--- src/rtl/sfh_pkg.sv ---
package sfh_pkg;

  typedef enum logic [1:0] {
    ST_DESEL  = 2'd0,
    ST_ACTIVE = 2'd1,
    ST_PAUSED = 2'd2,
    ST_LOCKED = 2'd3
  } sfh_state_t;

  // Pause request may take effect: selected, pin low, serial clock low.
  function automatic logic pause_enter_ok(input logic cs_n, input logic hold_n,
                                          input logic sck);
    return !cs_n && !hold_n && !sck;
  endfunction

  // Pause release may take effect: pin high and serial clock low.
  function automatic logic pause_exit_ok(input logic hold_n, input logic sck);
    return hold_n && !sck;
  endfunction

  // Lockout ends only once both chip select and pause pin are high.
  function automatic logic lock_clear_ok(input logic cs_n, input logic hold_n);
    return cs_n && hold_n;
  endfunction

endpackage

--- src/rtl/sfh_sync.sv ---
module sfh_sync #(
  parameter int W       = 4,
  parameter int STAGES  = 2,
  parameter logic [W-1:0] RST_VAL = '0
) (
  input  logic         clk,
  input  logic         rst_n,
  input  logic [W-1:0] d_in,
  output logic [W-1:0] d_out
);

  for (genvar b = 0; b < W; b++) begin : g_bit
    logic [STAGES-1:0] chain;
    always_ff @(posedge clk or negedge rst_n) begin
      if (!rst_n) chain <= {STAGES{RST_VAL[b]}};
      else        chain <= {chain[STAGES-2:0], d_in[b]};
    end
    assign d_out[b] = chain[STAGES-1];
  end

endmodule

--- src/rtl/sfh_fsm.sv ---
module sfh_fsm
  import sfh_pkg::*;
(
  input  logic clk,
  input  logic rst_n,
  input  logic cs_n_s,
  input  logic sck_s,
  input  logic hold_n_s,
  output sfh_state_t state,
  output logic rst_pulse
);

  sfh_state_t nxt;
  logic       fire_rst;

  always_comb begin
    nxt      = state;
    fire_rst = 1'b0;
    unique case (state)
      ST_DESEL:  if (!cs_n_s) nxt = ST_ACTIVE;
      ST_ACTIVE: begin
        if (cs_n_s)                                  nxt = ST_DESEL;
        else if (pause_enter_ok(cs_n_s, hold_n_s, sck_s)) nxt = ST_PAUSED;
      end
      ST_PAUSED: begin
        if (cs_n_s) begin
          nxt      = ST_LOCKED;
          fire_rst = 1'b1;
        end else if (pause_exit_ok(hold_n_s, sck_s)) begin
          nxt = ST_ACTIVE;
        end
      end
      ST_LOCKED: if (lock_clear_ok(cs_n_s, hold_n_s)) nxt = ST_DESEL;
      default:   nxt = ST_DESEL;
    endcase
  end

  always_ff @(posedge clk or negedge rst_n) begin
    if (!rst_n) begin
      state     <= ST_DESEL;
      rst_pulse <= 1'b0;
    end else begin
      state     <= nxt;
      rst_pulse <= fire_rst;
    end
  end

endmodule

--- src/rtl/sfh_shift.sv ---
module sfh_shift #(
  parameter int WORD_W = 8,
  localparam int BIT_W = $clog2(WORD_W)
) (
  input  logic              clk,
  input  logic              rst_n,
  input  logic              clear,
  input  logic              step,
  input  logic              din,
  output logic [BIT_W-1:0]  pos,
  output logic [WORD_W-1:0] word
);

  localparam logic [BIT_W-1:0] LAST = BIT_W'(WORD_W - 1);

  function automatic logic [BIT_W-1:0] next_pos(input logic [BIT_W-1:0] p);
    return (p == LAST) ? '0 : p + 1'b1;
  endfunction

  always_ff @(posedge clk or negedge rst_n) begin
    if (!rst_n) begin
      pos  <= '0;
      word <= '0;
    end else if (clear) begin
      pos  <= '0;
      word <= '0;
    end else if (step) begin
      pos  <= next_pos(pos);
      word <= {word[WORD_W-2:0], din};
    end
  end

endmodule

--- src/rtl/sf_hold_front.sv ---
module sf_hold_front
  import sfh_pkg::*;
#(
  parameter int WORD_W = 8,
  parameter int SYNC_STAGES = 2,
  localparam int BIT_W = $clog2(WORD_W)
) (
  input  logic              clk,
  input  logic              rst_n,
  input  logic              cs_n_pin,
  input  logic              sck_pin,
  input  logic              hold_n_pin,
  input  logic              din_pin,
  input  logic              busy_in,
  output logic              sclk_rise,
  output logic              sclk_fall,
  output logic              shift_en,
  output logic              dout_oe,
  output logic              hold_active,
  output logic              logic_rst,
  output logic [BIT_W-1:0]  bit_pos,
  output logic [WORD_W-1:0] rx_word,
  output logic              busy_out
);

  // Synchronized pin bundle: {din, hold_n, sck, cs_n}
  localparam logic [3:0] PIN_IDLE = 4'b0101;

  logic [3:0] pins_s;
  logic       cs_n_s, sck_s, hold_n_s, din_s;
  logic       sck_d;
  sfh_state_t state;
  logic       in_lock;
  logic       clear_words;

  sfh_sync #(.W(4), .STAGES(SYNC_STAGES), .RST_VAL(PIN_IDLE)) u_sync (
    .clk   (clk),
    .rst_n (rst_n),
    .d_in  ({din_pin, hold_n_pin, sck_pin, cs_n_pin}),
    .d_out (pins_s)
  );

  assign cs_n_s   = pins_s[0];
  assign sck_s    = pins_s[1];
  assign hold_n_s = pins_s[2];
  assign din_s    = pins_s[3];

  always_ff @(posedge clk or negedge rst_n) begin
    if (!rst_n) begin
      sck_d    <= 1'b0;
      busy_out <= 1'b0;
    end else begin
      sck_d    <= sck_s;
      busy_out <= busy_in;
    end
  end

  sfh_fsm u_fsm (
    .clk       (clk),
    .rst_n     (rst_n),
    .cs_n_s    (cs_n_s),
    .sck_s     (sck_s),
    .hold_n_s  (hold_n_s),
    .state     (state),
    .rst_pulse (logic_rst)
  );

  assign shift_en    = (state == ST_ACTIVE);
  assign dout_oe     = shift_en;
  assign hold_active = (state == ST_PAUSED);
  assign in_lock     = (state == ST_LOCKED);
  assign sclk_rise   = shift_en && sck_s && !sck_d;
  assign sclk_fall   = shift_en && !sck_s && sck_d;
  assign clear_words = (state == ST_DESEL) || in_lock;

  sfh_shift #(.WORD_W(WORD_W)) u_shift (
    .clk   (clk),
    .rst_n (rst_n),
    .clear (clear_words),
    .step  (sclk_rise),
    .din   (din_s),
    .pos   (bit_pos),
    .word  (rx_word)
  );

endmodule

--- config.mk ---
export PLATFORM = sky130hd
export DESIGN_NAME = sf_hold_front
export DESIGN_NICKNAME = d
export VERILOG_FILES = /design/src/rtl/sfh_pkg.sv /design/src/rtl/sfh_sync.sv /design/src/rtl/sfh_fsm.sv /design/src/rtl/sfh_shift.sv /design/src/rtl/sf_hold_front.sv
export SDC_FILE = /design/constraint.sdc
export NUM_CORES = 1
export LEC_CHECK = 0
export BUFFER_PORTS_ARGS = -buffer_cell sky130_fd_sc_hd__buf_4
export CORE_ASPECT_RATIO = 1.25
export CORE_MARGIN = 4
export CORE_UTILIZATION = 34
export CTS_CLUSTER_DIAMETER = 200
export CTS_CLUSTER_SIZE = 40
export DETAILED_ROUTE_END_ITERATION = 8
export HOLD_SLACK_MARGIN = 0.08
export PLACE_DENSITY_LB_ADDON = 0.3
export SKIP_LAST_GASP = 1
export SLEW_MARGIN = 10
export SYNTH_ARGS = -nofsm -noshare
export SYNTH_HDL_FRONTEND = slang
export SYNTH_SLANG_ARGS = --single-unit
--- constraint.sdc ---
create_clock -name clk -period 2.1 [get_ports clk]
set_input_delay 0.42 -clock clk [delete_from_list [all_inputs] [get_ports clk]]
set_output_delay 0.42 -clock clk [all_outputs]
set_load 0.03 [all_outputs]
# Yosys cells after proc, flatten, opt, wreduce, memory -nomap -nowiden
# Index checks and enable logic that the tools add are counted.
dict set report word_totals {
  inputBits 7
  ff_bits 24
  out_inout_bits 18
  word_cells 49
}
dict set report op_classes {
  addsub 1
  n_eq_ne 8
  n_reduce_logical 16
  n_mux 14
}
# cell n
set op_table {}
lappend op_table {{8-bit 2-to-1 mux} 2}
lappend op_table {{2-bit 2-to-1 mux} 6}
lappend op_table {{3-bit 2-to-1 mux} 3}
lappend op_table {{1-bit logical AND} 8}
lappend op_table {{2-bit case mux with 4 select lines} 1}
lappend op_table {{3-bit by 1-bit != test with 1-bit output (second input constant)} 2}
lappend op_table {{2-bit == test (second input constant)} 2}
lappend op_table {{1-bit logical NOT} 4}
lappend op_table {{4-bit AND reduction} 1}
lappend op_table {{3-bit by 1-bit adder with 3-bit output (second input constant)} 1}
lappend op_table {{3-bit == test (second input constant)} 1}
lappend op_table {{2-bit by 1-bit == test with 1-bit output (second input constant)} 1}
lappend op_table {{2-bit logical NOT} 1}
lappend op_table {{1-bit 2-to-1 mux} 2}
lappend op_table {{2-bit by 1-bit != test with 1-bit output (second input constant)} 1}
lappend op_table {{2-bit != test (second input constant)} 1}
lappend op_table {{2-bit nonzero test} 1}
lappend op_table {{1-bit logical OR} 1}

# Depth between registers and ports, before layout
# Gate-level depths: netlist of the first run.
dict set report depth {
  word_depth 6
  ltp_mapped 7
  ltp_nobuf 6
}

# Cells and area by module
# A second synthesis of the first run with hierarchy kept.
dict set report hier_totals {
  cells_unflattened 74
  hier_area_um2 980.9
}
# module cells_per_inst seq_area_each_um2 n_inst area_each_um2
set by_module_without_submodules {}
lappend by_module_without_submodules {sfh_shift 38 275.3 1 469.2}
lappend by_module_without_submodules {sfh_sync 12 205.2 1 235.2}
lappend by_module_without_submodules {sfh_fsm 15 75.1 1 168.9}
lappend by_module_without_submodules {sf_hold_front 9 50.0 1 107.6}

# Worst setup path after synthesis of the first run
# No wires, ideal clock.
dict set report synth_timing {
  path_kind {register to output}
  from {reg u_fsm.state[1]}
  to {out sclk_rise}
  n_path_buf 1
  slack_ps 239
  required_ps 1680
  stages_incl_launch_ff 6
  t_arrival_ps 1441
  path_cell_list {dfrtp_1 -> inv_1 -> ha_1 -> nand3b_1 -> inv_1 -> buf_2}
}
dict set report synth_between {
  elab_chain_cells 3
}
# item line_no
set synth_rtl {}
lappend synth_rtl {{start, declared} sfh_fsm.sv:9} ;# output sfh_state_t state,
lappend synth_rtl {{start signal, assigned} sfh_fsm.sv:43} ;# state <= nxt;
lappend synth_rtl {{2-bit by 1-bit == test with 1-bit output} sf_hold_front.sv:68} ;# assign shift_en = (state == ST_ACTIVE);
lappend synth_rtl {{via dout_oe} sf_hold_front.sv:18} ;# output logic dout_oe,
lappend synth_rtl {{1-bit logical AND (2 in series)} sf_hold_front.sv:72} ;# assign sclk_rise = shift_en && sck_s && !sck_d;
lappend synth_rtl {{end, declared} sf_hold_front.sv:15} ;# output logic sclk_rise,
# The timed path passes the listed nets, and every way through them passes these cells.

# Worst setup path in the final report of the first run
dict set report layout_timing {
  from {reg u_fsm.state[1]}
  to {out sclk_rise}
}
dict set report layout_between {
  elab_chain_cells 3
}
# item line_no
set layout_rtl {}
lappend layout_rtl {{2-bit by 1-bit == test with 1-bit output} sf_hold_front.sv:68}
lappend layout_rtl {{1-bit logical AND (2 in series)} sf_hold_front.sv:72}
# No other way between the ends.

==> reports/qor.txt, run 1 <==
hold path cells - 1
post-layout util - 45.8%
RSZ-0062 raised after global routing - no
Final Hold Viols - 0
maxcap violations - 0
Worst Tran Pin Value - 0.328 ns
clk sink count - 24
Worst Hold End - u_sync.g_bit[3].chain[0]
port buffer count - 24
Reg clk slew, reported paths - 0.13 ns
Pwr per Cell Area - 987 nW/um2
cell taking the most area after synthesis - dfrtp_1
Vert. Die Dim - 68.9 um
antenna violation net count after detailed routing - 0
I/O pins - 25
Synth top area share - 49.7%
Initial Utilization - 36.5%
ys flop type - dfrtp_1
area of the multi-input gates - 364 um2
wire per inst - 12.0 um
Num CTS Buffers - 3
Pins Over Slew Limit - 0
FF-to-FF setup slack - 0.44 ns
via count - 683
Final min period - 1.90 ns
# diodes - 0
crit share post-route - 90.5%
drt first pass iters - 4
total of fill cells in the finished design - 269
vias in the first global route - 701
Layout Area Growth over Synthesis - 25.3%
final layout net count - 128
EDFF count, synth - 0
dpl hpwl - 1300 um
Post-Synthesis Cells - 86
num rows - 21
Yosys warnings - 0
post-synthesis net count - 100
GR Util All Layers - 10.1%
Worst Skew - 0.00836 ns
CP endpoint kind - primary output
Critical Path RT - 1.68 ns
initial antenna violation count - 0
Slew HR - 78.1%
die span in x - 56.7 um
min-delay worst type - primary input to flip-flop
Crit Reg-Reg Endpoint - u_fsm.state[1]
Synth Cell Area - 1010 um2
status - complete, no violations
worst hold start - din_pin
setup tns final - 0 ns
final setup violation count - 0
Core ar. - 2760 um2
TritonCTS clock tree - done
Iteration-0 DRC Markers - 10
Setup crit start kind - flip-flop
count leader, synth - nand2_1
Synth cell types - 21
Lkg Pwr - 0.617 nW
GPL Wtd Cong - 0.764
synthesized flop and latch total - 24
CTS max path bufs - 2
asr flop ratio synth - 100%
largest net degree at the start of global routing - 25
H-tree Lvls - 1
Worst R2R Start - u_fsm.state[1]
# DRC - 0
Clk Latency, worst-skew pair - 0.30 ns
R2R cell count - 6
Crit Path Max Fanout - 7
Reg area - 606 um2
Synth top cells by count - nand2_1, dfrtp_1, ha_1
Critical Setup Path Class - flip-flop to primary output
Max Clock Freq - 526 MHz
WP data arrival - 1.48 ns
die area - 3900 um2
top cells by area, synth - dfrtp_1, dfstp_2, ha_1
Synth Area per Inst - 11.7 um2
final hold slack - 0.208 ns
gr ovfl total - 0
root buffer cell - clkbuf_4
post-synthesis sequential area ratio - 60.1%
Vias/cell - 4.65
first-pass GRT wire length - 2970 um
maximum VDD drop - 0.000485 V
final wirelength - 1770 um
share of cells above drive strength 1 - 34.5%
[placed cells by master (no fill, tap or decap)]
cell type	Yosys	routed
a21boi_0	6	6
a21boi_1	4	4
a21oi_1	2	2
a221oi_2	2	2
and2_1	1	1
and3b_2	1	1
buf_4	1	26
clkbuf_1	1	1
clkbuf_4	0	3
dfrtp_1	20	20
dfstp_2	4	4
dlygate4sd3_1	0	1
ha_1	7	6
ha_2	0	1
inv_1	5	5
mux2_4	1	1
mux2i_1	1	1
nand2_1	21	21
nand3b_1	1	1
nor2_1	3	3
nor2b_1	1	1
nor3_1	1	1
o21ai_2	1	1
[kinds of logic (layout without fill, tap and decap cells)]
family | Yosys count | count (layout) | share of synthesized area, %
adder cells (fa/ha/maj) | 7 | 7 | 8.70
multiplexers | 2 | 2 | 2.48
flip-flops | 24 | 24 | 60.1
AND/OR/NAND/NOR | 29 | 29 | 12.4
AO/OA/AOI/OAI | 15 | 15 | 12.3
buffers and inverters | 9 | 36 | 3.98
[what timing repair did]
item	in CTS	in global routing
endpoints found under the hold margin	20	0
endpoints found under the setup margin	0	1
resized for setup	0	1
setup buffers	0	0
hold buffers	1	0
[state kept, by name (all words and copies together) (netlist names)]
| name | count |
|---|---|
| u_shift.word | 8 |
| u_sync.g_bit.chain | 8 |
| u_shift.pos | 3 |
| u_fsm.state | 2 |
| busy_out | 1 |
| sck_d | 1 |
| u_fsm.rst_pulse | 1 |
[where the power goes]
part | switching (W) | internal, W
logic | 0.000288 | 0.000217
clock network | 0.000127 | 0.0000740
registers | 0.0000338 | 0.000507
total | 0.000449 | 0.000798
[metrics by stage]
step | setup slack, ns | instance area, um2 | instances | total power [W]
finish | 0.200 | 1260 | 147 | 0.00125
global route | 0.0610 | 1260 | 147 | 0.00134
CTS | 0.0973 | 1260 | 147 | 0.00128
detailed placement | 0.389 | 1220 | 142 | 0.00106
global placement | 0.439 | 1220 | 142 | 0.00105
floorplan | 0.239 | 1010 | 86 | 0.000914
[routing by layer]
layer  share of wire [%]  global-route usage [%]
met5                   0                       0
met4                 1.2                    5.34
met3                 5.1                    2.61
met2                  51                    18.2
met1                  43                    10.9
[how the worst max path moves through the flow]
stage	start	endpoint	slack (ns)	depth (start not counted)
2_1_floorplan	u_fsm.state[1]	sclk_rise	0.24	5
3_3_place_gp	u_fsm.state[1]	u_fsm.state[1]	0.44	6
3_5_place_dp	u_fsm.state[1]	u_fsm.state[1]	0.39	6
4_1_cts	u_fsm.state[1]	sclk_rise	0.1	5
5_1_grt	u_fsm.state[1]	sclk_rise	0.06	5
6_report	u_fsm.state[1]	sclk_rise	0.20	5
[worst max-delay path, stage by stage (launching register included)]
cell and delay [ns]:
dfrtp_1 0.44, inv_1 0.12, ha_2 0.25, nand3b_1 0.11
inv_1 0.10, buf_4 0.16
[layout make-up]
type                       instances  area share (%)
sequential                        24            48.0
clock buffer                       4            2.08
timing repair buffer              27            16.3
inverter                           5            1.49
multi-input combinational         53            28.8
tap                               34            3.37
(Power assumes the default switching activity.)
==> inputs of run 2 (changes only) <==
- CORE_UTILIZATION: 34 -> 50
- SLEW_MARGIN: 10 -> not set
==> run 2 against run 1 <==
- global-route usage rose by 4.0 points
- register-to-register slack lost 0.07 ns
- hold slack worse by 0.0063 ns
- critical endpoint unchanged
- largest power group unchanged
- highest routed layer unchanged
==> reports/qor.txt, run 2 (synthesis gave the netlist of run 1 again) <==
status - complete, no violations (unchanged)
Regs by FF count - u_shift.word x8, u_sync.g_bit.chain x8, u_shift.pos x3 (unchanged)
Core ar. - 1830 um2 (was 2760 um2)
# DRC - 0 (unchanged)
R2R cell count - 6 (unchanged)
via count - 692 (was 683)
RSZ-0062 raised after global routing - no (unchanged)
Worst R2R Start - u_fsm.state[1] (unchanged)
Reg area - 606 um2 (unchanged)
setup tns final - 0 ns (unchanged)
gr ovfl total - 0 (unchanged)
Final Hold Viols - 0 (unchanged)
Layout Cells excl Fill - 132 (was 147)
port buffer count - 24 (unchanged)
min-delay worst type - primary input to flip-flop (unchanged)
most frequent cells in the layout - buf_4, nand2_1, dfrtp_1 (unchanged)
FF-to-FF setup slack - 0.37 ns (was 0.44 ns)
CP endpoint kind - primary output (unchanged)
crit share post-route - 94.5% (was 90.5%)
wire per inst - 13.4 um (was 12.0 um)
WP data arrival - 1.56 ns (was 1.48 ns)
final wirelength - 1770 um (unchanged)
Critical Setup Path Class - flip-flop to primary output (unchanged)
CTS max path bufs - 2 (unchanged)
maximum VDD drop - 0.000713 V (was 0.000485 V)
TritonCTS clock tree - done (unchanged)
Crit Reg-Reg Endpoint - u_fsm.state[1] (unchanged)
GR Util All Layers - 14.1% (was 10.1%)
Worst Skew - 0.00343 ns (was 0.00836 ns)
num rows - 17 (was 21)
Reg clk slew, reported paths - 0.12 ns (was 0.13 ns)
largest net degree at the start of global routing - 25 (unchanged)
Vias/cell - 5.24 (was 4.65)
hold path cells - 1 (unchanged)
first-pass GRT wire length - 2830 um (was 2970 um)
drt first pass iters - 4 (unchanged)
final layout net count - 128 (unchanged)
antenna violation net count after detailed routing - 0 (unchanged)
Vert. Die Dim - 58.2 um (was 68.9 um)
commonest non-fill, non-tap cell in the layout - buf_4 (unchanged)
Slowest cell on crit path - dfrtp_1 (unchanged)
share of cells above drive strength 1 - 34.5% (unchanged)
Worst Tran Pin Value - 0.328 ns (about the same)
area of the multi-input gates - 362 um2 (was 364 um2)
Setup crit start kind - flip-flop (unchanged)
root buffer cell - clkbuf_4 (unchanged)
Lkg Pwr - 0.624 nW (was 0.617 nW)
final setup violation count - 0 (unchanged)
Final min period - 1.98 ns (was 1.90 ns)
total of fill cells in the finished design - 154 (was 269)
Pins Over Slew Limit - 0 (unchanged)
Initial Utilization - 55.1% (was 36.5%)
GPL Wtd Cong - 0.767 (was 0.764)
Layout Area Growth over Synthesis - 24.2% (was 25.3%)
H-tree Lvls - 1 (unchanged)
Post-CTS Resized - 0 (unchanged)
vias in the first global route - 663 (was 701)
Most common cell on crit path - inv_1 (unchanged)
Max Clock Freq - 504 MHz (was 526 MHz)
Inst Count DP - 127 (was 142)
initial antenna violation count - 0 (unchanged)
worst hold start - cs_n_pin (was din_pin)
dpl hpwl - 1320 um (was 1300 um)
PnR worst setup slack - 0.116 ns (was 0.200 ns)
Worst Hold End - u_sync.g_bit[0].chain[0] (was u_sync.g_bit[3].chain[0])
Critical Path RT - 1.68 ns (about the same)
DP Worst Slack - 0.398 ns (was 0.389 ns)
I/O pins - 25 (unchanged)
die area - 2800 um2 (was 3900 um2)
clk sink count - 24 (unchanged)
slowest stage delay, CP - 0.44 ns (about the same)
die span in x - 48.1 um (was 56.7 um)
Slew HR - 78.1% (about the same)
Num CTS Buffers - 3 (unchanged)
maxcap violations - 0 (unchanged)
Clk Latency, worst-skew pair - 0.31 ns (was 0.30 ns)
Pwr per Cell Area - 1030 nW/um2 (was 987 nW/um2)
Post CTS Setup Buffer Count - 0 (unchanged)
Iteration-0 DRC Markers - 10 (unchanged)
# diodes - 0 (unchanged)
Crit Path Max Fanout - 7 (unchanged)
critical-path cell list - inv_1 > ha_1 > nand3b_1 > inv_1 > buf_4 (was inv_1 > ha_2 > nand3b_1 > inv_1 > buf_4)
-- run 2: cell counts in the layout (fill, tap and decap cells not counted) --
No cell type changed its count.
-- run 2: timing repair --
item,4_1_cts,5_1_grt
hold buffers,1,0
hold endpoints to repair,20,0
endpoints found under the setup margin,0,0
-- run 2: power by group --
group | internal, W | switching (W)
registers | 0.000507 | 0.0000344
clock network | 0.000106 | 0.000130
logic | 0.000214 | 0.000297
-- run 2: worst max-delay path: cells and delay by family, from the launching register on --
family                     cells  cell delay [ns]
buffers and inverters          3             0.38
DFF                            1             0.44
and+or+nand+nor                1             0.14
adders and majority gates      1             0.30
-- run 2: how the worst max path moves through the flow --
stage / depth (start not counted) / slack, ns / startpoint / endpoint
2_1_floorplan: 5 / 0.24 / u_fsm.state[1] / sclk_rise
3_3_place_gp: 6 / 0.45 / u_fsm.state[1] / u_fsm.state[1]
3_5_place_dp: 6 / 0.40 / u_fsm.state[1] / u_fsm.state[1]
4_1_cts: 5 / 0.1 / u_fsm.state[1] / sclk_rise
5_1_grt: 5 / 0.01 / u_fsm.state[1] / sclk_rise
6_report: 5 / 0.12 / u_fsm.state[1] / sclk_rise
-- run 2: metal layers --
| layer | vias up | track usage (%) | share of wire (%) |
|---|---|---|---|
| li1 | 332 | - | - |
| met1 | 332 | 16.6 | 40 |
| met2 | 24 | 23.9 | 52 |
| met3 | 4 | 1.86 | 6.4 |
| met4 | 0 | 6.92 | 1.8 |
| met5 | - | 0 | 0 |
-- run 2: layout make-up --
class                      instances  area share, %
sequential                        24           48.4
multi-input combinational         53           28.9
timing repair buffer              27           16.4
clock buffer                       4           2.90
tap                               19           1.90
inverter                           5           1.50
-- run 2: stage by stage --
step           power [W]  cell area, um2  util (%)  hold WS [ns]
4_1_cts          0.00130            1250      68.4         0.190
3_3_place_gp     0.00104            1200      65.9         0.329
3_5_place_dp     0.00107            1200      65.9         0.329
6_report         0.00129            1250      68.4         0.202
2_1_floorplan   0.000914            1010         -         0.124
5_1_grt          0.00137            1250      68.4         0.177
==> inputs of run 3 (changes only) <==
- CORE_UTILIZATION: 50 -> 54
- clock period: 2.1 -> 2.5 ns (I/O delays scaled with it)
==> run 3 against run 2 <==
- clock-buffer cell count shrank 1
- critical path depth stayed put
- flip-flop and latch count unchanged
- register-to-register slack improved by 0.34 ns
- hold slack better by 0.083 ns
- wire length fell by 1.4%
- highest routed layer unchanged
- combinational power down 17%
==> reports/qor.txt, run 3 (synthesis gave the netlist of run 1 again) <==
status - complete, no violations (unchanged)
Crit Reg-Reg Endpoint - u_fsm.state[1] (unchanged)
Pwr per Cell Area - 916 nW/um2 (was 1030 nW/um2)
min-delay worst type - primary input to flip-flop (unchanged)
Reg clk slew, reported paths - 0.13 ns (was 0.12 ns)
Most common cell on crit path - inv_1 (unchanged)
final setup violation count - 0 (unchanged)
Slowest cell on crit path - dfrtp_1 (unchanged)
worst setup path end - sclk_rise (unchanged)
Sw Ratio - 33.7% (was 35.8%)
WP data arrival - 1.83 ns (was 1.56 ns)
Vias/cell - 5.34 (was 5.24)
CTS max path bufs - 2 (unchanged)
Worst Tran Pin Value - 0.317 ns (was 0.328 ns)
Vert. Die Dim - 56.3 um (was 58.2 um)
Clk Latency, worst-skew pair - 0.31 ns (about the same)
Core ar. - 1770 um2 (was 1830 um2)
TritonCTS clock tree - done (unchanged)
most frequent cells in the layout - buf_4, nand2_1, dfrtp_1 (unchanged)
first-pass GRT wire length - 2990 um (was 2830 um)
# diodes - 0 (unchanged)
dpl hpwl - 1320 um (about the same)
Layout Cells excl Fill - 131 (was 132)
maximum VDD drop - 0.000646 V (was 0.000713 V)
Crit Path Max Fanout - 11 (was 7)
Critical Setup Path Class - flip-flop to primary output (unchanged)
Post CTS Setup Buffer Count - 0 (unchanged)
port buffer count - 24 (unchanged)
worst path bufs/invs - 3 (unchanged)
# DRC - 0 (unchanged)
share of cells above drive strength 1 - 33.9% (was 34.5%)
Worst Skew - 0.00943 ns (was 0.00343 ns)
Inst Count DP - 126 (was 127)
stages on the worst setup path - 5 (unchanged)
Pins Over Slew Limit - 0 (unchanged)
largest net degree at the start of global routing - 25 (unchanged)
slowest stage delay, CP - 0.44 ns (about the same)
Slew HR - 78.9% (was 78.1%)
root buffer cell - clkbuf_4 (unchanged)
die span in x - 46.6 um (was 48.1 um)
clock share of power - 23.7% (was 18.3%)
vias in the first global route - 692 (was 663)
combinational share of power - 36.9% (was 39.7%)
Lkg Pwr - 0.626 nW (was 0.624 nW)
Setup crit start kind - flip-flop (unchanged)
drt first pass iters - 4 (unchanged)
commonest non-fill, non-tap cell in the layout - buf_4 (unchanged)
via count - 700 (was 692)
RSZ-0062 raised after global routing - no (unchanged)
critical-path cell list - inv_1 > ha_1 > nand3b_1 > inv_1 > buf_4 (unchanged)
Critical Path Source - u_fsm.state[1] (unchanged)
Sequential Power Share - 39.4% (was 42.0%)
CP endpoint kind - primary output (unchanged)
CP top delay family - buffers and inverters (was flip-flops)
I/O pins - 25 (unchanged)
total internal power - 0.000765 W (was 0.000827 W)
H-tree Lvls - 1 (unchanged)
crit share post-route - 93.4%
setup tns final - 0 ns (unchanged)
Initial Utilization - 57.1% (was 55.1%)
Num CTS Buffers - 3 (unchanged)
final hold slack - 0.285 ns (was 0.202 ns)
Iteration-0 DRC Markers - 12 (was 10)
Max Clock Freq - 428 MHz
maxcap violations - 0 (unchanged)
Final min period - 2.33 ns
worst hold start - din_pin (was cs_n_pin)
initial antenna violation count - 0 (unchanged)
Regs by FF count - u_shift.word x8, u_sync.g_bit.chain x8, u_shift.pos x3 (unchanged)
GPL Wtd Cong - 0.705 (was 0.767)
Worst R2R Start - u_fsm.state[1] (unchanged)
wire per inst - 13.3 um (was 13.4 um)
NetSw - 0.000388 W (was 0.000461 W)
Critical Path RT - 2.00 ns (was 1.68 ns)
die area - 2620 um2 (was 2800 um2)
final wirelength - 1750 um (was 1770 um)
R2R cell count - 6 (unchanged)
final layout net count - 127 (was 128)
Layout Area Growth over Synthesis - 25.1% (was 24.2%)
FF-to-FF setup slack - 0.71 ns (was 0.37 ns)
antenna violation net count after detailed routing - 0 (unchanged)
gr ovfl total - 0 (unchanged)
GR Util All Layers - 15.9% (was 14.1%)
Final Hold Viols - 0 (unchanged)
num rows - 17 (unchanged)
clk sink count - 24 (unchanged)
run 3: cell count changes in the layout (fill, tap and decap cells not counted):
cell and delta:
buf_4 -1, bufinv_16 +1, clkbuf_8 -1
run 3: worst min-delay path by stage:
stage | endpoint | slack, ns | cells past startpoint
after floorplan | busy_out | 0.20 | 0
after global placement | u_sync.g_bit[3].chain[1] | 0.33 | 0
after detailed placement | u_sync.g_bit[1].chain[1] | 0.35 | 0
after CTS | u_sync.g_bit[0].chain[0] | 0.28 | 1
after global routing | u_sync.g_bit[3].chain[0] | 0.26 | 1
final | u_sync.g_bit[3].chain[0] | 0.28 | 1
run 3: routing by layer:
metal	share of wire [%]	routed length, um	track usage, %	vias to the layer above
met5	0	0	0	-
met4	1.1	20	5.93	0
met3	7.6	132	4.81	4
met2	53	930	25.4	24
met1	38	663	19.7	343
li1	-	-	-	329
run 3: power by group through the flow:
stage	clock network, W	registers [W]	logic (W)
2_1_floorplan	0	0.000487	0.000281
3_3_place_gp	0	0.000459	0.000411
3_5_place_dp	0	0.000463	0.000427
4_1_cts	0.000280	0.000455	0.000429
5_1_grt	0.000299	0.000461	0.000462
6_report	0.000273	0.000455	0.000426
run 3: metrics by stage:
| stage | power, W | setup WS, ns | cell area (um2) | utilization (%) |
|---|---|---|---|---|
| detailed placement | 0.000890 | 0.525 | 1200 | 67.8 |
| global placement | 0.000870 | 0.650 | 1200 | 67.8 |
| global route | 0.00122 | 0.0452 | 1260 | 71.4 |
| CTS | 0.00116 | 0.158 | 1260 | 71.4 |
| finish | 0.00115 | 0.166 | 1260 | 71.4 |
| floorplan | 0.000768 | 0.559 | 1010 | - |
run 3: layout make-up:
class | count | area [um2]
Sequential cell | 24 | 606
Fill cell | 133 | 505
Multi-Input combinational cell | 53 | 362
Timing Repair Buffer | 26 | 198
Clock inverter | 1 | 30.0
Tap cell | 19 | 23.8
Clock buffer | 3 | 22.5
Inverter | 5 | 18.8
run 3: timing repair:
action,in CTS,in global routing
hold endpoints to repair,20,0
gates resized for setup,0,0
hold buffers,1,0
